--- src/rtl/pdom_seq.sv ---
module pdom_seq #(
  parameter int LAG_CYC    = 8,
  parameter int RESUME_CYC = 4,
  parameter int ADDR_W     = 4
) (
  input  logic              clk,
  input  logic              rst_n,
  input  logic              bus_sel,
  input  logic              bus_wr,
  input  logic [ADDR_W-1:0] bus_addr,
  input  logic [31:0]       bus_wdata,
  output logic [31:0]       bus_rdata,
  input  logic              hw_req,
  output logic              few_sw_en,
  output logic              rest_sw_en,
  output logic              clamp_en,
  output logic              dom_rst,
  output logic              clk_off,
  output logic              retain_en
);
  localparam int FW    = 4;
  localparam int CNT_W = 1 << FW;
  localparam int LAG_W = $clog2(LAG_CYC + 1);

  typedef enum logic [2:0] {S_OFF, S_FEW, S_REST, S_REL, S_ON, S_CKD, S_CLP} st_t;

  logic          coll, hwm, ovr, retain;
  logic [FW-1:0] w_rest, w_few, w_ckd;
  st_t           st;
  logic [CNT_W-1:0] cnt;
  logic          want, want_q, mode_q, force_cyc;
  logic [LAG_W-1:0] lag;
  logic          stat;

  wire wr0 = bus_sel && bus_wr && (bus_addr == ADDR_W'(0));
  wire wr1 = bus_sel && bus_wr && (bus_addr == ADDR_W'(4));

  function automatic logic [CNT_W-1:0] span(input logic [FW-1:0] n);
    return (CNT_W'(1) << n) - CNT_W'(1);
  endfunction

  always_ff @(posedge clk or negedge rst_n) begin
    if (!rst_n) begin
      coll   <= 1'b1;
      hwm    <= 1'b0;
      ovr    <= 1'b0;
      w_rest <= FW'(2);
      w_few  <= FW'(8);
      w_ckd  <= FW'(2);
      retain <= 1'b0;
    end else begin
      if (wr0) begin
        coll   <= bus_wdata[0];
        hwm    <= bus_wdata[1];
        ovr    <= bus_wdata[2];
        w_ckd  <= bus_wdata[15:12];
        w_few  <= bus_wdata[19:16];
        w_rest <= bus_wdata[23:20];
      end
      if (wr1) retain <= bus_wdata[11];
    end
  end

  assign want = hwm ? hw_req : ~coll;

  always_ff @(posedge clk or negedge rst_n) begin
    if (!rst_n) begin
      mode_q    <= 1'b0;
      force_cyc <= 1'b0;
    end else begin
      mode_q <= hwm;
      if (hwm != mode_q && st != S_OFF) force_cyc <= 1'b1;
      else if (st == S_OFF)             force_cyc <= 1'b0;
    end
  end

  always_ff @(posedge clk or negedge rst_n) begin
    if (!rst_n) begin
      st  <= S_OFF;
      cnt <= '0;
    end else if (ovr) begin
      st  <= coll ? S_OFF : S_ON;
      cnt <= '0;
    end else begin
      if (cnt != '0) cnt <= cnt - CNT_W'(1);
      case (st)
        S_OFF:  if (want && !force_cyc) begin st <= S_FEW; cnt <= span(w_few); end
        S_FEW:  if (cnt == '0) begin st <= S_REST; cnt <= span(w_rest); end
        S_REST: if (cnt == '0) begin st <= S_REL; cnt <= CNT_W'(RESUME_CYC - 1); end
        S_REL:  if (cnt == '0) st <= S_ON;
        S_ON:   if (!want || force_cyc) begin st <= S_CKD; cnt <= span(w_ckd); end
        S_CKD:  if (cnt == '0) st <= S_CLP;
        S_CLP:  st <= S_OFF;
        default: st <= S_OFF;
      endcase
    end
  end

  always_ff @(posedge clk or negedge rst_n) begin
    if (!rst_n) begin
      want_q <= 1'b0;
      lag    <= '0;
      stat   <= 1'b0;
    end else begin
      want_q <= want;
      if (want != want_q)  lag  <= LAG_W'(LAG_CYC);
      else if (lag != '0)  lag  <= lag - LAG_W'(1);
      else                 stat <= (st == S_ON);
    end
  end

  wire f_few   = (st != S_OFF);
  wire f_rest  = (st == S_REST) || (st == S_REL) || (st == S_ON) || (st == S_CKD) || (st == S_CLP);
  wire f_clamp = (st == S_OFF) || (st == S_FEW) || (st == S_REST) || (st == S_CLP);

  assign few_sw_en  = ovr ? ~coll : f_few;
  assign rest_sw_en = ovr ? ~coll : f_rest;
  assign clamp_en   = ovr ? coll  : f_clamp;
  assign dom_rst    = ovr ? coll  : f_clamp;
  assign clk_off    = ovr ? coll  : (st != S_ON);
  assign retain_en  = retain;

  always_comb begin
    bus_rdata = '0;
    if (bus_addr == ADDR_W'(0))
      bus_rdata = {stat, 7'b0, w_rest, w_few, w_ckd, 9'b0, ovr, hwm, coll};
    else if (bus_addr == ADDR_W'(4))
      bus_rdata = {15'b0, st == S_ON, st == S_OFF, 3'b0, retain, 11'b0};
  end
endmodule

--- config.mk ---
export PLATFORM = sky130hd
export DESIGN_NAME = pdom_seq
export DESIGN_NICKNAME = d
export VERILOG_FILES = /design/src/rtl/pdom_seq.sv
export SDC_FILE = /design/constraint.sdc
export NUM_CORES = 1
export LEC_CHECK = 0
export BUFFER_PORTS_ARGS = -buffer_cell sky130_fd_sc_hd__buf_2
export CAP_MARGIN = 10
export CORE_MARGIN = 2
export CORE_UTILIZATION = 30
export CTS_BUF_LIST = sky130_fd_sc_hd__clkbuf_8
export DETAILED_ROUTE_END_ITERATION = 6
export HOLD_SLACK_MARGIN = 0.08
export REMOVE_ABC_BUFFERS = 1
export SLEW_MARGIN = 20
export SYNTH_ARGS = -nofsm -noshare
export SYNTH_HDL_FRONTEND = slang
export SYNTH_SLANG_ARGS = --single-unit
--- constraint.sdc ---
create_clock -name clk -period 2.51 [get_ports clk]
set_input_delay 0.251 -clock clk [delete_from_list [all_inputs] [get_ports clk]]
set_output_delay 0.251 -clock clk [all_outputs]
set_load 0.05 [all_outputs]
-- Word level (Yosys, flattened, before mapping)
Index checks and enable logic that the tools add are counted.
- register bits: 43
- input bits: 41
- word-level logic and storage cells: 93
- $add $sub $neg: 5
- equal/unequal tests: 16
- shifts and indexed selects: 3
- multiplexer cells: 27
- bitwise operators: 3
- reductions and logical operators: 25
- operator list (operator ; count):
    $mux 16 ; 6
    $pmux 16 s4 ; 1
    $shl 1x4->16 const A ; 3
    $sub 16x2->16 const B ; 3
    $mux 32 ; 1
    $mux 3 ; 8
    $ne 3x3->1 const B ; 7
    $pmux 3 s6 ; 1
    $mux 17 ; 1
    $logic_not 16->1 ; 1
    $reduce_bool 16->1 ; 1
    $sub 16x1->16 const B ; 1
    $eq 3x3->1 const B ; 3
    $logic_or 1x1->1 ; 8
    $mux 4 ; 2
    $mux 1 ; 7
    $eq 3x2->1 const B ; 2
    $reduce_and 6->1 ; 1
    $logic_and 1x1->1 ; 5
    $eq 4x3->1 const B ; 1
    $logic_not 4->1 ; 1
    $reduce_bool 2->1 ; 2
    $reduce_bool 4->1 ; 1
    $sub 4x1->4 const B ; 1
    7 further kinds ; 11

-- Longest topological paths before layout
- depth after elaboration: 7
- depth in mapped cells: 11
- gate-level depth less buffers: 10

-- Worst setup path before layout
Ideal clock, no wire load.
- path kind: register to register
- start point: register cnt[0]
- end point: register cnt[5]
- setup time: 0.127 ns
- data arrival time: 2.303 ns
- data required time: 2.383 ns
- setup slack: 0.079 ns
- cell stages (with the launch flop): 9
- path buffers: 0
- clock period less this slack: 2.431 ns
- cells stage by stage: dfrtp_1 -> inv_1 -> ha_1 -> or3b_2 -> nor4_4 -> inv_2 -> o21ai_0 -> a2111oi_0 -> or2_2
- word-level cells in the longest chain between the ends: 5
- ends and longest elaborated chain (element ; RTL line ; RTL):
    start: declaration ; 30 ; logic [CNT_W-1:0] cnt;
    start signal: assignment ; 85 ; if (cnt != '0) cnt <= cnt - CNT_W'(1);
    $sub 16x1->16 / $reduce_bool 16->1 (equally long branches) ; 85 ;
    $mux 16 ; 85 ;
    $mux 16 (on tied branches) ; -- ;
    $pmux 16 s4 (*) ; 86 ; case (st)
    $mux 16 (*) ; 81 ; end else if (ovr) begin
Mark *: on every way between the ends. The rest lies on a longest branch, timed or not.
A chain may end at the register's enable or synchronous reset.

-- Worst setup path after layout
- start point: register cnt[1]
- end point: register cnt[3]
The elaborated chain is that of the path after synthesis.

==> summary.md <==
| Metric | Value |
|---|---|
| Status | `finished, final reports clean` |
| PwrDens | `1200 mW/mm²` |
| Per-cell routed wire length | `16.9 µm` |
| Gate Count Post-Synth | `466` |
| Synth unique cells | `63` |
| Worst EP required | `2700 ps` |
| Top-count cell post-synth | `nor2_1` |
| Port Buffers | `47` |
| Largest net degree at the start of global routing | `26` |
| Leak | `1.91 nW` |
| Max_cap viols | `0` |
| Max Fanout on Critical Path | `5` |
| Vias in the first global route | `3517` |
| Crit path arrival time | `2650 ps` |
| GP Congestion | `0.985` |
| Drc violations | `0` |
| Min-delay worst type | `primary input to flip-flop` |
| CTS H-tree depth | `2` |
| Final Hold Fails | `0` |
| Post-DRT Antenna Nets | `0` |
| Core Util, Final | `0.372` |
| # setup viols final | `0` |
| Sink Count | `43` |
| Detailed Route Iter0 Violations | `257` |
| EDFF count, synth | `0` |
| Clk Latency, worst-skew pair | `310 ps` |
| # diodes | `0` |
| Compound-Gate Fraction of Synth Area | `0.229` |
| Adder-cell share of the synthesized area | `0.0274` |
| Final worst-path cycle share | `0.980` |
| Synthesis-to-finish area growth | `22.2%` |
| Ys async rst share | `1.00` |
| Grt ovf | `0` |
| Average size of a mapped cell | `7.83 µm²` |
| Die area | `0.0131 mm²` |
| Post-synthesis mux area share | `0.0545` |
| CTS root buf | `clkbuf_8` |
| Clk_skew | `7.92 ps` |
| Yosys warns | `0` |
| Mapped Area | `0.00365 mm²` |
| Gr usage total | `0.176` |
| Global-route wire length before repair | `18300 µm` |
| Main combinational cell family by area after synthesis | `simple AND/OR/NAND/NOR gates` |
| Detailed placer's ending HPWL | `8550 µm` |
| Crit Path Category | `flip-flop to flip-flop` |
| Nets@finish | `577` |
| Commonest register cell after synthesis | `dfrtp_1` |
| Register bit total from synthesis | `43` |
| Worst setup EP type | `flip-flop` |
| CTS Buf Count | `5` |
| Total wire length | `11400 µm` |
| Fraction of layout instances using a drive strength above 1 | `0.289` |
| Rows | `40` |
| CTS max path bufs | `2` |
| Die Wd | `114 µm` |
| Die H | `114 µm` |
| Simple logic cell fraction of the synthesized area | `0.255` |
| Post-Synth XOR/XNOR Area | `0.0504` |
| Achievable frequency | `406 MHz` |
| Core area | `0.0120 mm²` |
| Register area share after synthesis | `0.296` |
| Final Cell Area | `0.00446 mm²` |
| Critical path launch point type | `flip-flop` |
| Starting density of the core | `0.305` |
| Pwr Total | `5.34 mW` |
| Fin crit period | `2460 ps` |
| Vias post-DR | `3721` |
| Top-area cell type share of the netlist area | `0.268` |
| Dominant cell type by area after synthesis | `dfrtp_1` |
| Max IR drop VDD | `0.000351 V` |
| IO Count | `79` |
| Initial antenna violation count | `0` |
| Max Slew Vio Count | `0` |
| Clock Pin Slew Worst Setup and Hold Paths | `90 ps` |
| Inst Count DP | `661` |
| Via-to-Cell Ratio | `5.50` |
| DP Area | `0.00416 mm²` |
| Drt pass-1 iters | `6` |
| CTS tree | `built` |
| Area contributors post-synth | `dfrtp_1 (27%), nor2_1 (5.5%), mux2_2 (4.6%)` |
| Finished Layout Cells | `676` |
| Synth cell count leaders | `nor2_1 (53), dfrtp_1 (39), nand2_1 (35)` |
==> layer usage <==
metal / routed length (µm) / vias to the layer above / global-route usage
li1: - / 1771 / -
met3: 500 / 28 / 0.0169
met5: 0 / - / 0
met1: 5060 / 1797 / 0.232
met4: 385 / 0 / 0.0528
met2: 5500 / 125 / 0.304
==> stage by stage <==
stage	hold WS, ps	TNS [ps]	setup slack, ps
after floorplan	-44.6	-12.2	-12.2
after global placement	215	0	74.4
after detailed placement	223	0	57.1
after CTS	147	0	33.8
after global routing	162	-32.7	-22.2
final	145	0	50.0
==> state kept, by name, indices dropped and copies added, names as in the netlist <==
name	flops
cnt	16
force_cyc	1
mode_q	1
retain_en	1
stat	1
ovr	1
want_q	1
hwm	1
lag	4
coll	1
w_rest	4
w_few	4
st	3
w_ckd	4
==> timing repair <==
item | in CTS | in global routing
hold endpoints to repair | 14 | 0
hold buffers | 1 | 0
resized for setup | 0 | 40
endpoints found under the setup margin | 0 | 15
setup buffers | 0 | 5
==> worst max-delay path, stage by stage, from the launching register on <==
cell	delay (ps)
dfrtp_1	420
inv_2	100
ha_4	130
or3b_4	400
nor4_4	310
buf_4	190
clkinvlp_4	180
nor2_1	160
a211o_1	190
a21boi_2	190
o31ai_1	80
==> cells by family (layout without fill, tap and decap cells) <==
logic type / after synthesis / in the layout
simple gates: 181 / 181
compound gates: 128 / 128
buf+inv: 66 / 115
flops: 43 / 43
xor+xnor: 21 / 21
mux: 18 / 18
fa+ha+maj: 8 / 8
other cells: 1 / 15
==> cell usage in the layout, fill, tap and decap left out, drive strengths merged, types with 15 or more instances in the layout <==
| master | instances |
|---|---|
| buf | 92 |
| a21oi | 29 |
| nor3 | 25 |
| dfrtp | 39 |
| nor2 | 54 |
| conb | 15 |
| o21ai | 33 |
| nand2 | 35 |
| and2 | 16 |
| mux2 | 15 |
==> final timing paths <==
kind	start	slack, ps	endpoint	cells past startpoint
setup / recovery	cnt[1]	50	cnt[3]	10
hold / removal	bus_wdata[23]	140	w_rest[3]	3
setup reg to reg	cnt[1]	50	cnt[3]	10
hold reg to reg	hwm	490	mode_q	0
max in group asynchronous	rst_n	1400	cnt[10]	3
min in group asynchronous	rst_n	410	w_few[1]	2
==> power by group <==
group	internal [mW]	switching [mW]	leakage, nW
Clock	0.191	0.253	0.0453
Combinational	1.52	2.22	1.32
Sequential	0.910	0.247	0.538
==> layout make-up <==
| class | count | area (µm²) |
|---|---|---|
| inverter | 13 | 53.8 |
| timing repair buffer | 93 | 587 |
| tap | 147 | 184 |
| clock inverter | 3 | 16.3 |
| clock buffer | 5 | 68.8 |
| timing repair inverter | 1 | 7.51 |
| multi-input combinational | 371 | 2460 |
| fill | 1253 | 7510 |
| sequential | 43 | 1080 |
No activity file was read; power rests on OpenSTA's default activity.
